$ cat src/rtl/rvc_exp_pkg.sv
// Shared widths, opcodes and 32-bit format builders for the compressed
// instruction expander. Assumes RV32 base integer encodings.
package rvc_exp_pkg;

    localparam int ILEN  = 32;
    localparam int HLEN  = 16;
    localparam int RIDX  = 5;
    localparam int PRIDX = 3;

    typedef logic [ILEN-1:0] word_t;
    typedef logic [RIDX-1:0] reg_t;

    localparam logic [6:0] OPC_LOAD   = 7'b0000011;
    localparam logic [6:0] OPC_STORE  = 7'b0100011;
    localparam logic [6:0] OPC_OPIMM  = 7'b0010011;
    localparam logic [6:0] OPC_OP     = 7'b0110011;
    localparam logic [6:0] OPC_LUI    = 7'b0110111;
    localparam logic [6:0] OPC_JAL    = 7'b1101111;
    localparam logic [6:0] OPC_JALR   = 7'b1100111;
    localparam logic [6:0] OPC_BRANCH = 7'b1100011;
    localparam logic [6:0] OPC_SYSTEM = 7'b1110011;

    // Short register field p names x(8+p).
    function automatic reg_t prime_reg(input logic [PRIDX-1:0] p);
        return {2'b01, p};
    endfunction

    function automatic word_t mk_i(input logic [11:0] imm, input reg_t rs1,
                                   input logic [2:0] f3, input reg_t rd,
                                   input logic [6:0] op);
        return {imm, rs1, f3, rd, op};
    endfunction

    function automatic word_t mk_r(input logic [6:0] f7, input reg_t rs2,
                                   input reg_t rs1, input logic [2:0] f3,
                                   input reg_t rd, input logic [6:0] op);
        return {f7, rs2, rs1, f3, rd, op};
    endfunction

    function automatic word_t mk_s(input logic [11:0] imm, input reg_t rs2,
                                   input reg_t rs1, input logic [2:0] f3);
        return {imm[11:5], rs2, rs1, f3, imm[4:0], OPC_STORE};
    endfunction

    function automatic word_t mk_b(input logic [12:0] imm, input reg_t rs2,
                                   input reg_t rs1, input logic [2:0] f3);
        return {imm[12], imm[10:5], rs2, rs1, f3, imm[4:1], imm[11], OPC_BRANCH};
    endfunction

    function automatic word_t mk_j(input logic [20:0] imm, input reg_t rd);
        return {imm[20], imm[10:1], imm[11], imm[19:12], rd, OPC_JAL};
    endfunction

    function automatic word_t mk_u(input logic [19:0] imm, input reg_t rd);
        return {imm, rd, OPC_LUI};
    endfunction

endpackage

$ cat src/rtl/rvc_quad0.sv
// Quadrant 0 expander: stack-pointer add and short-register word load/store.
// Assumes the caller has already checked that bits [1:0] are 2'b00.
module rvc_quad0
    import rvc_exp_pkg::*;
(
    input  logic [HLEN-1:2] c,
    output word_t           instr,
    output logic            bad
);

    logic [9:0] spn_imm;
    logic [6:0] mem_imm;
    reg_t       rdp;
    reg_t       rs1p;

    assign spn_imm = {c[10:7], c[12:11], c[5], c[6], 2'b00};
    assign mem_imm = {c[5], c[12:10], c[6], 2'b00};
    assign rdp     = prime_reg(c[4:2]);
    assign rs1p    = prime_reg(c[9:7]);

    // Select the expansion by funct3; unassigned slots are illegal.
    always_comb begin
        instr = '0;
        bad   = 1'b0;
        case (c[15:13])
            3'b000: begin
                if (spn_imm == '0) bad = 1'b1;
                else instr = mk_i({2'b00, spn_imm}, 5'd2, 3'b000, rdp, OPC_OPIMM);
            end
            3'b010: instr = mk_i({5'b0, mem_imm}, rs1p, 3'b010, rdp, OPC_LOAD);
            3'b110: instr = mk_s({5'b0, mem_imm}, rdp, rs1p, 3'b010);
            default: bad = 1'b1;
        endcase
    end

    // Word load/store always uses a base in x8..x15.
    always_comb begin
        if (!bad && c[14:13] == 2'b10) begin
            assert_q0_prime_base_R4: assert (instr[19:18] == 2'b01)
                else $error("quadrant 0 base register outside x8..x15");
        end
    end

endmodule

$ cat src/rtl/rvc_quad1.sv
// Quadrant 1 expander: immediates, upper immediate, stack adjust, jumps,
// branches and short-register ALU forms. Assumes bits [1:0] are 2'b01.
module rvc_quad1
    import rvc_exp_pkg::*;
(
    input  logic [HLEN-1:2] c,
    output word_t           instr,
    output logic            bad
);

    reg_t        rd;
    reg_t        rdp;
    reg_t        rs2p;
    logic [5:0]  imm6;
    logic [11:0] imm12;
    logic [11:0] joff;
    logic [8:0]  boff;
    logic [9:0]  spadj;
    logic [2:0]  alu_f3;

    assign rd    = c[11:7];
    assign rdp   = prime_reg(c[9:7]);
    assign rs2p  = prime_reg(c[4:2]);
    assign imm6  = {c[12], c[6:2]};
    assign imm12 = {{6{imm6[5]}}, imm6};
    assign joff  = {c[12], c[8], c[10:9], c[6], c[7], c[2], c[11], c[5:3], 1'b0};
    assign boff  = {c[12], c[6:5], c[2], c[11:10], c[4:3], 1'b0};
    assign spadj = {c[12], c[4:3], c[5], c[2], c[6], 4'b0000};

    // Map the register-arithmetic selector onto the base funct3.
    always_comb begin
        case (c[6:5])
            2'b00:   alu_f3 = 3'b000;
            2'b01:   alu_f3 = 3'b100;
            2'b10:   alu_f3 = 3'b110;
            default: alu_f3 = 3'b111;
        endcase
    end

    // Select the expansion by funct3 and the sub-opcode fields.
    always_comb begin
        instr = '0;
        bad   = 1'b0;
        case (c[15:13])
            3'b000: instr = mk_i(imm12, rd, 3'b000, rd, OPC_OPIMM);
            3'b001: instr = mk_j({{9{joff[11]}}, joff}, 5'd1);
            3'b010: instr = mk_i(imm12, 5'd0, 3'b000, rd, OPC_OPIMM);
            3'b011: begin
                if (rd == 5'd2) begin
                    if (spadj == '0) bad = 1'b1;
                    else instr = mk_i({{2{spadj[9]}}, spadj}, 5'd2, 3'b000, 5'd2, OPC_OPIMM);
                end else begin
                    if (imm6 == '0) bad = 1'b1;
                    else instr = mk_u({{14{imm6[5]}}, imm6}, rd);
                end
            end
            3'b100: begin
                case (c[11:10])
                    2'b00: begin
                        if (c[12]) bad = 1'b1;
                        else instr = mk_i({7'b0000000, c[6:2]}, rdp, 3'b101, rdp, OPC_OPIMM);
                    end
                    2'b01: begin
                        if (c[12]) bad = 1'b1;
                        else instr = mk_i({7'b0100000, c[6:2]}, rdp, 3'b101, rdp, OPC_OPIMM);
                    end
                    2'b10: instr = mk_i(imm12, rdp, 3'b111, rdp, OPC_OPIMM);
                    default: begin
                        if (c[12]) bad = 1'b1;
                        else instr = mk_r((c[6:5] == 2'b00) ? 7'b0100000 : 7'b0000000,
                                          rs2p, rdp, alu_f3, rdp, OPC_OP);
                    end
                endcase
            end
            3'b101: instr = mk_j({{9{joff[11]}}, joff}, 5'd0);
            3'b110: instr = mk_b({{4{boff[8]}}, boff}, 5'd0, rdp, 3'b000);
            default: instr = mk_b({{4{boff[8]}}, boff}, 5'd0, rdp, 3'b001);
        endcase
    end

    // Compressed jump-and-link always links into x1 and is never illegal.
    always_comb begin
        if (c[15:13] == 3'b001) begin
            assert_jal_links_x1_R8: assert (!bad && instr[11:7] == 5'd1 && instr[6:0] == OPC_JAL)
                else $error("compressed jal did not link into x1");
        end
    end

    // Compressed branches compare against x0.
    always_comb begin
        if (c[15:14] == 2'b11) begin
            assert_branch_vs_zero_R9: assert (instr[24:20] == 5'd0 && instr[6:0] == OPC_BRANCH)
                else $error("compressed branch not against x0");
        end
    end

endmodule

$ cat src/rtl/rvc_quad2.sv
// Quadrant 2 expander: left shift, stack-relative word load/store and the
// jump/move/add/breakpoint group. Assumes bits [1:0] are 2'b10.
module rvc_quad2
    import rvc_exp_pkg::*;
(
    input  logic [HLEN-1:2] c,
    output word_t           instr,
    output logic            bad
);

    reg_t       rd;
    reg_t       rs2;
    logic [7:0] ld_off;
    logic [7:0] st_off;

    assign rd     = c[11:7];
    assign rs2    = c[6:2];
    assign ld_off = {c[3:2], c[12], c[6:4], 2'b00};
    assign st_off = {c[8:7], c[12:9], 2'b00};

    // Select the expansion by funct3, bit 12 and the zero tests on rd/rs2.
    always_comb begin
        instr = '0;
        bad   = 1'b0;
        case (c[15:13])
            3'b000: begin
                if (c[12]) bad = 1'b1;
                else instr = mk_i({7'b0000000, c[6:2]}, rd, 3'b001, rd, OPC_OPIMM);
            end
            3'b010: begin
                if (rd == '0) bad = 1'b1;
                else instr = mk_i({4'b0000, ld_off}, 5'd2, 3'b010, rd, OPC_LOAD);
            end
            3'b100: begin
                if (!c[12]) begin
                    if (rs2 != '0)     instr = mk_r(7'b0, rs2, 5'd0, 3'b000, rd, OPC_OP);
                    else if (rd == '0) bad = 1'b1;
                    else               instr = mk_i(12'd0, rd, 3'b000, 5'd0, OPC_JALR);
                end else begin
                    if (rs2 != '0)     instr = mk_r(7'b0, rs2, rd, 3'b000, rd, OPC_OP);
                    else if (rd == '0) instr = mk_i(12'd1, 5'd0, 3'b000, 5'd0, OPC_SYSTEM);
                    else               instr = mk_i(12'd0, rd, 3'b000, 5'd1, OPC_JALR);
                end
            end
            3'b110: instr = mk_s({4'b0000, st_off}, rs2, 5'd2, 3'b010);
            default: bad = 1'b1;
        endcase
    end

    // The breakpoint pattern yields exactly the base ebreak word.
    always_comb begin
        if (c[15:12] == 4'b1001 && c[11:2] == '0) begin
            assert_ebreak_word_R12: assert (!bad && instr == 32'h0010_0073)
                else $error("compressed ebreak mis-expanded");
        end
    end

endmodule

$ cat src/rtl/rvc_expander.sv
// Top of the compressed instruction expander. Feeds the low halfword to one
// decoder per quadrant and selects by bits [1:0]; 32-bit words pass through.
// Purely combinational; assumes the caller supplies a fetched word each use.
module rvc_expander
    import rvc_exp_pkg::*;
(
    input  logic [31:0] raw_word,
    output logic [31:0] instr_out,
    output logic        compressed_o,
    output logic        illegal_o
);

    word_t q0_instr;
    word_t q1_instr;
    word_t q2_instr;
    logic  q0_bad;
    logic  q1_bad;
    logic  q2_bad;

    rvc_quad0 u_q0 (.c(raw_word[HLEN-1:2]), .instr(q0_instr), .bad(q0_bad));
    rvc_quad1 u_q1 (.c(raw_word[HLEN-1:2]), .instr(q1_instr), .bad(q1_bad));
    rvc_quad2 u_q2 (.c(raw_word[HLEN-1:2]), .instr(q2_instr), .bad(q2_bad));

    // Pick the quadrant result, or pass a full-width word unchanged.
    always_comb begin
        case (raw_word[1:0])
            2'b00: begin instr_out = q0_instr; illegal_o = q0_bad; compressed_o = 1'b1; end
            2'b01: begin instr_out = q1_instr; illegal_o = q1_bad; compressed_o = 1'b1; end
            2'b10: begin instr_out = q2_instr; illegal_o = q2_bad; compressed_o = 1'b1; end
            default: begin instr_out = raw_word; illegal_o = 1'b0; compressed_o = 1'b0; end
        endcase
    end

    // A full-width word is never flagged and never altered.
    always_comb begin
        if (raw_word[1:0] == 2'b11) begin
            assert_passthru_R1: assert (!compressed_o && !illegal_o && instr_out == raw_word)
                else $error("32-bit word altered or flagged");
        end
    end

    // An illegal result carries an all-zero instruction to the trap unit.
    always_comb begin
        if (illegal_o) begin
            assert_illegal_zeroed_R3: assert (compressed_o && instr_out == '0)
                else $error("illegal result not zeroed");
        end
    end

endmodule

$ cat config.mk
export PLATFORM = sky130hd
export DESIGN_NAME = rvc_expander
export DESIGN_NICKNAME = d
export VERILOG_FILES = /design/src/rtl/rvc_exp_pkg.sv /design/src/rtl/rvc_quad0.sv /design/src/rtl/rvc_quad1.sv /design/src/rtl/rvc_quad2.sv /design/src/rtl/rvc_expander.sv
export SDC_FILE = /design/constraint.sdc
export NUM_CORES = 1
export LEC_CHECK = 0
export ABC_AREA = 1
export CELL_PAD_IN_SITES_DETAIL_PLACEMENT = 0
export CELL_PAD_IN_SITES_GLOBAL_PLACEMENT = 1
export CORE_UTILIZATION = 35
export DETAILED_ROUTE_END_ITERATION = 10
export DONT_BUFFER_PORTS = 1
export PLACE_DENSITY_LB_ADDON = 0.05
export SYNTH_ARGS = -nofsm -noshare
export SYNTH_HDL_FRONTEND = slang
export SYNTH_SLANG_ARGS = --single-unit
$ cat constraint.sdc
create_clock -name vclk -period 1.98
set_input_delay 0.297 -clock vclk [all_inputs]
set_output_delay 0.297 -clock vclk [all_outputs]
set_load 0.02 [all_outputs]
==> qor.txt <==
Largest net degree at the start of global routing -> 20
Core Region -> 5270 µm²
First-pass GRT wire length -> 15600 µm
Minimum clock period -> 1810 ps
HPWL Detailed -> 8200 µm
FF/Latch Area -> 0 µm²
Hold path depth -> 2
Power Density -> 232 nW/µm²
ANT cells -> 0
Crit path max-delay family -> simple AND/OR/NAND/NOR gates
Row count -> 26
Achievable Freq -> 0.553 GHz
Status -> completed
Port bufs -> 0
Yosys warns -> 0
Minimum hold slack -> 773 ps
Synth Area in Adders -> 0%
Die height -> 77.1 µm
Critical path arrival -> 1510 ps
Final setup margin -> 172 ps
Starting DRT DRC Count -> 315
MaxCap Viol Count -> 0
Synthesized area -> 1970 µm²
Distinct cells, synth -> 31
CP Data Required Time -> 1680 ps
# hold bufs at CTS -> 0
Initial Utilization -> 37.5%
Total track usage -> 34.2%
Crit path buffers/inverters -> 1
Area growth, synth to finish -> 9.00%
Die area -> 5950 µm²
Detailed Routing Iterations Pass 1 -> 6
Routed wire length -> 10200 µm
Tot Pwr -> 499 µW
Post-CTS resize count -> 0
DP Worst Slack -> 202 ps
Placer Congestion -> 1.03
Least-Margin Pin Slew -> 664 ps
Critical-path top delay cell -> nand3_1
Final Max Slew Viols -> 0
Setup violators final -> 0
Antenna violations before repair -> 0
Slew margin rel. -> 55.2%
Critical path class -> in2out
Per-cell routed wire length -> 21.2 µm
Drt drc -> 0
Mapped Cells -> 400
Largest stage delay on the critical path -> 260 ps
Vias in the first global route -> 2725
Nets -> 444
Max rail drop VDD -> 0.0000883 V
Sequential element share of the synthesized area -> 0%
IO Pins -> 66
Critical-path cell list -> nor2_1 > nand3_1 > nand2_2 > inv_2 > o21ai_0 > nand2_1 > nand2_1 > nand4_1
Main combinational cell family by area after synthesis -> simple AND/OR/NAND/NOR gates
Post-Synth Simple-Gate Area -> 65.8%
Final Hold Fails -> 0
Post-route insts no fill -> 480
Antenna-violating nets left -> 0
Syn_nets -> 432
Mux contribution to synthesized area -> 0%
Setup_tns -> 0 ps
Die width -> 77.1 µm
Synth Area in Compound Gates -> 19.7%
Most frequent cells in the layout -> nand2_1, nand3_1, nor2_1
Worst hold path type -> in2out
Period utilization -> 91.3%
Worst setup EP type -> output pin
Startpoint Class -> input pin
XOR/XNOR Fraction of Synth Area -> 0%
CLK BUF -> 0
Setup bufs post-CTS -> 0
Global route overflow -> 0
Mean area per synthesized cell -> 4.94 µm²
DR vias -> 2888
Crit path depth -> 8
Most used cell along the critical path -> nand2_1
Most common cell after layout, fill and taps aside -> nand2_1
Worst Path Max Fanout -> 7
Share of cells above drive strength 1 -> 20.7%
Post-Place Cells -> 480
LEAKAGE -> 1.10 nW
Count of flip-flops and latches -> 0
RSZ-0062 raised after global routing -> no
Vias per cell -> 6.02
## synthesized netlist by cell type, drive strengths merged
cell type / count / share of area (%)
nand3: 50 / 16
o21ai: 39 / 10
a31oi: 1 / 0.32
or2: 1 / 0.32
buf: 10 / 3.4
o221ai: 1 / 0.44
nor3: 2 / 0.51
a22oi: 1 / 0.38
clkbuf: 2 / 0.38
o2111ai: 1 / 0.44
o22ai: 3 / 0.95
nand4: 19 / 6.0
nand2: 145 / 30
o211ai: 6 / 2.3
a21oi: 16 / 4.2
nor2: 46 / 13
o31ai: 1 / 0.38
inv: 56 / 11
## layout make-up
type	count	area (µm²)
Fill cell	649	3120
Tap cell	70	87.6
Timing Repair Buffer	22	165
Multi-Input combinational cell	332	1690
Inverter	56	210
## metrics by stage
step                      util, %  cell area (µm²)
final                        40.8             2150
after global routing         40.8             2150
after CTS                    40.8             2150
after detailed placement     40.8             2150
after global placement       40.8             2150
after floorplan                 -             1970
## final timing paths
check	startpoint	to	slack, ps
worst min-delay path	raw_word[30]	instr_out[30]	770
worst max-delay path	raw_word[2]	instr_out[7]	170
## where the power goes
group	switching (mW)	internal, mW
clock network	0	0
registers	0	0
logic	0.357	0.142
total	0.357	0.142
## cells by family after synthesis
family,Yosys count
compound gates,69
buf+inv,68
simple gates,263
## metal layers
layer | global-route usage (%) | part of all wire (%) | wire length [µm] | vias to the layer above
met1 | 45.2 | 41 | 4140 | 1308
met3 | 4.88 | 10 | 1020 | 33
met2 | 55.6 | 45 | 4550 | 206
li1 | - | - | - | 1341
met5 | 0 | 0 | 0 | -
met4 | 13.0 | 4.5 | 454 | 0
Note: power is estimated with default switching activity, not from simulation.
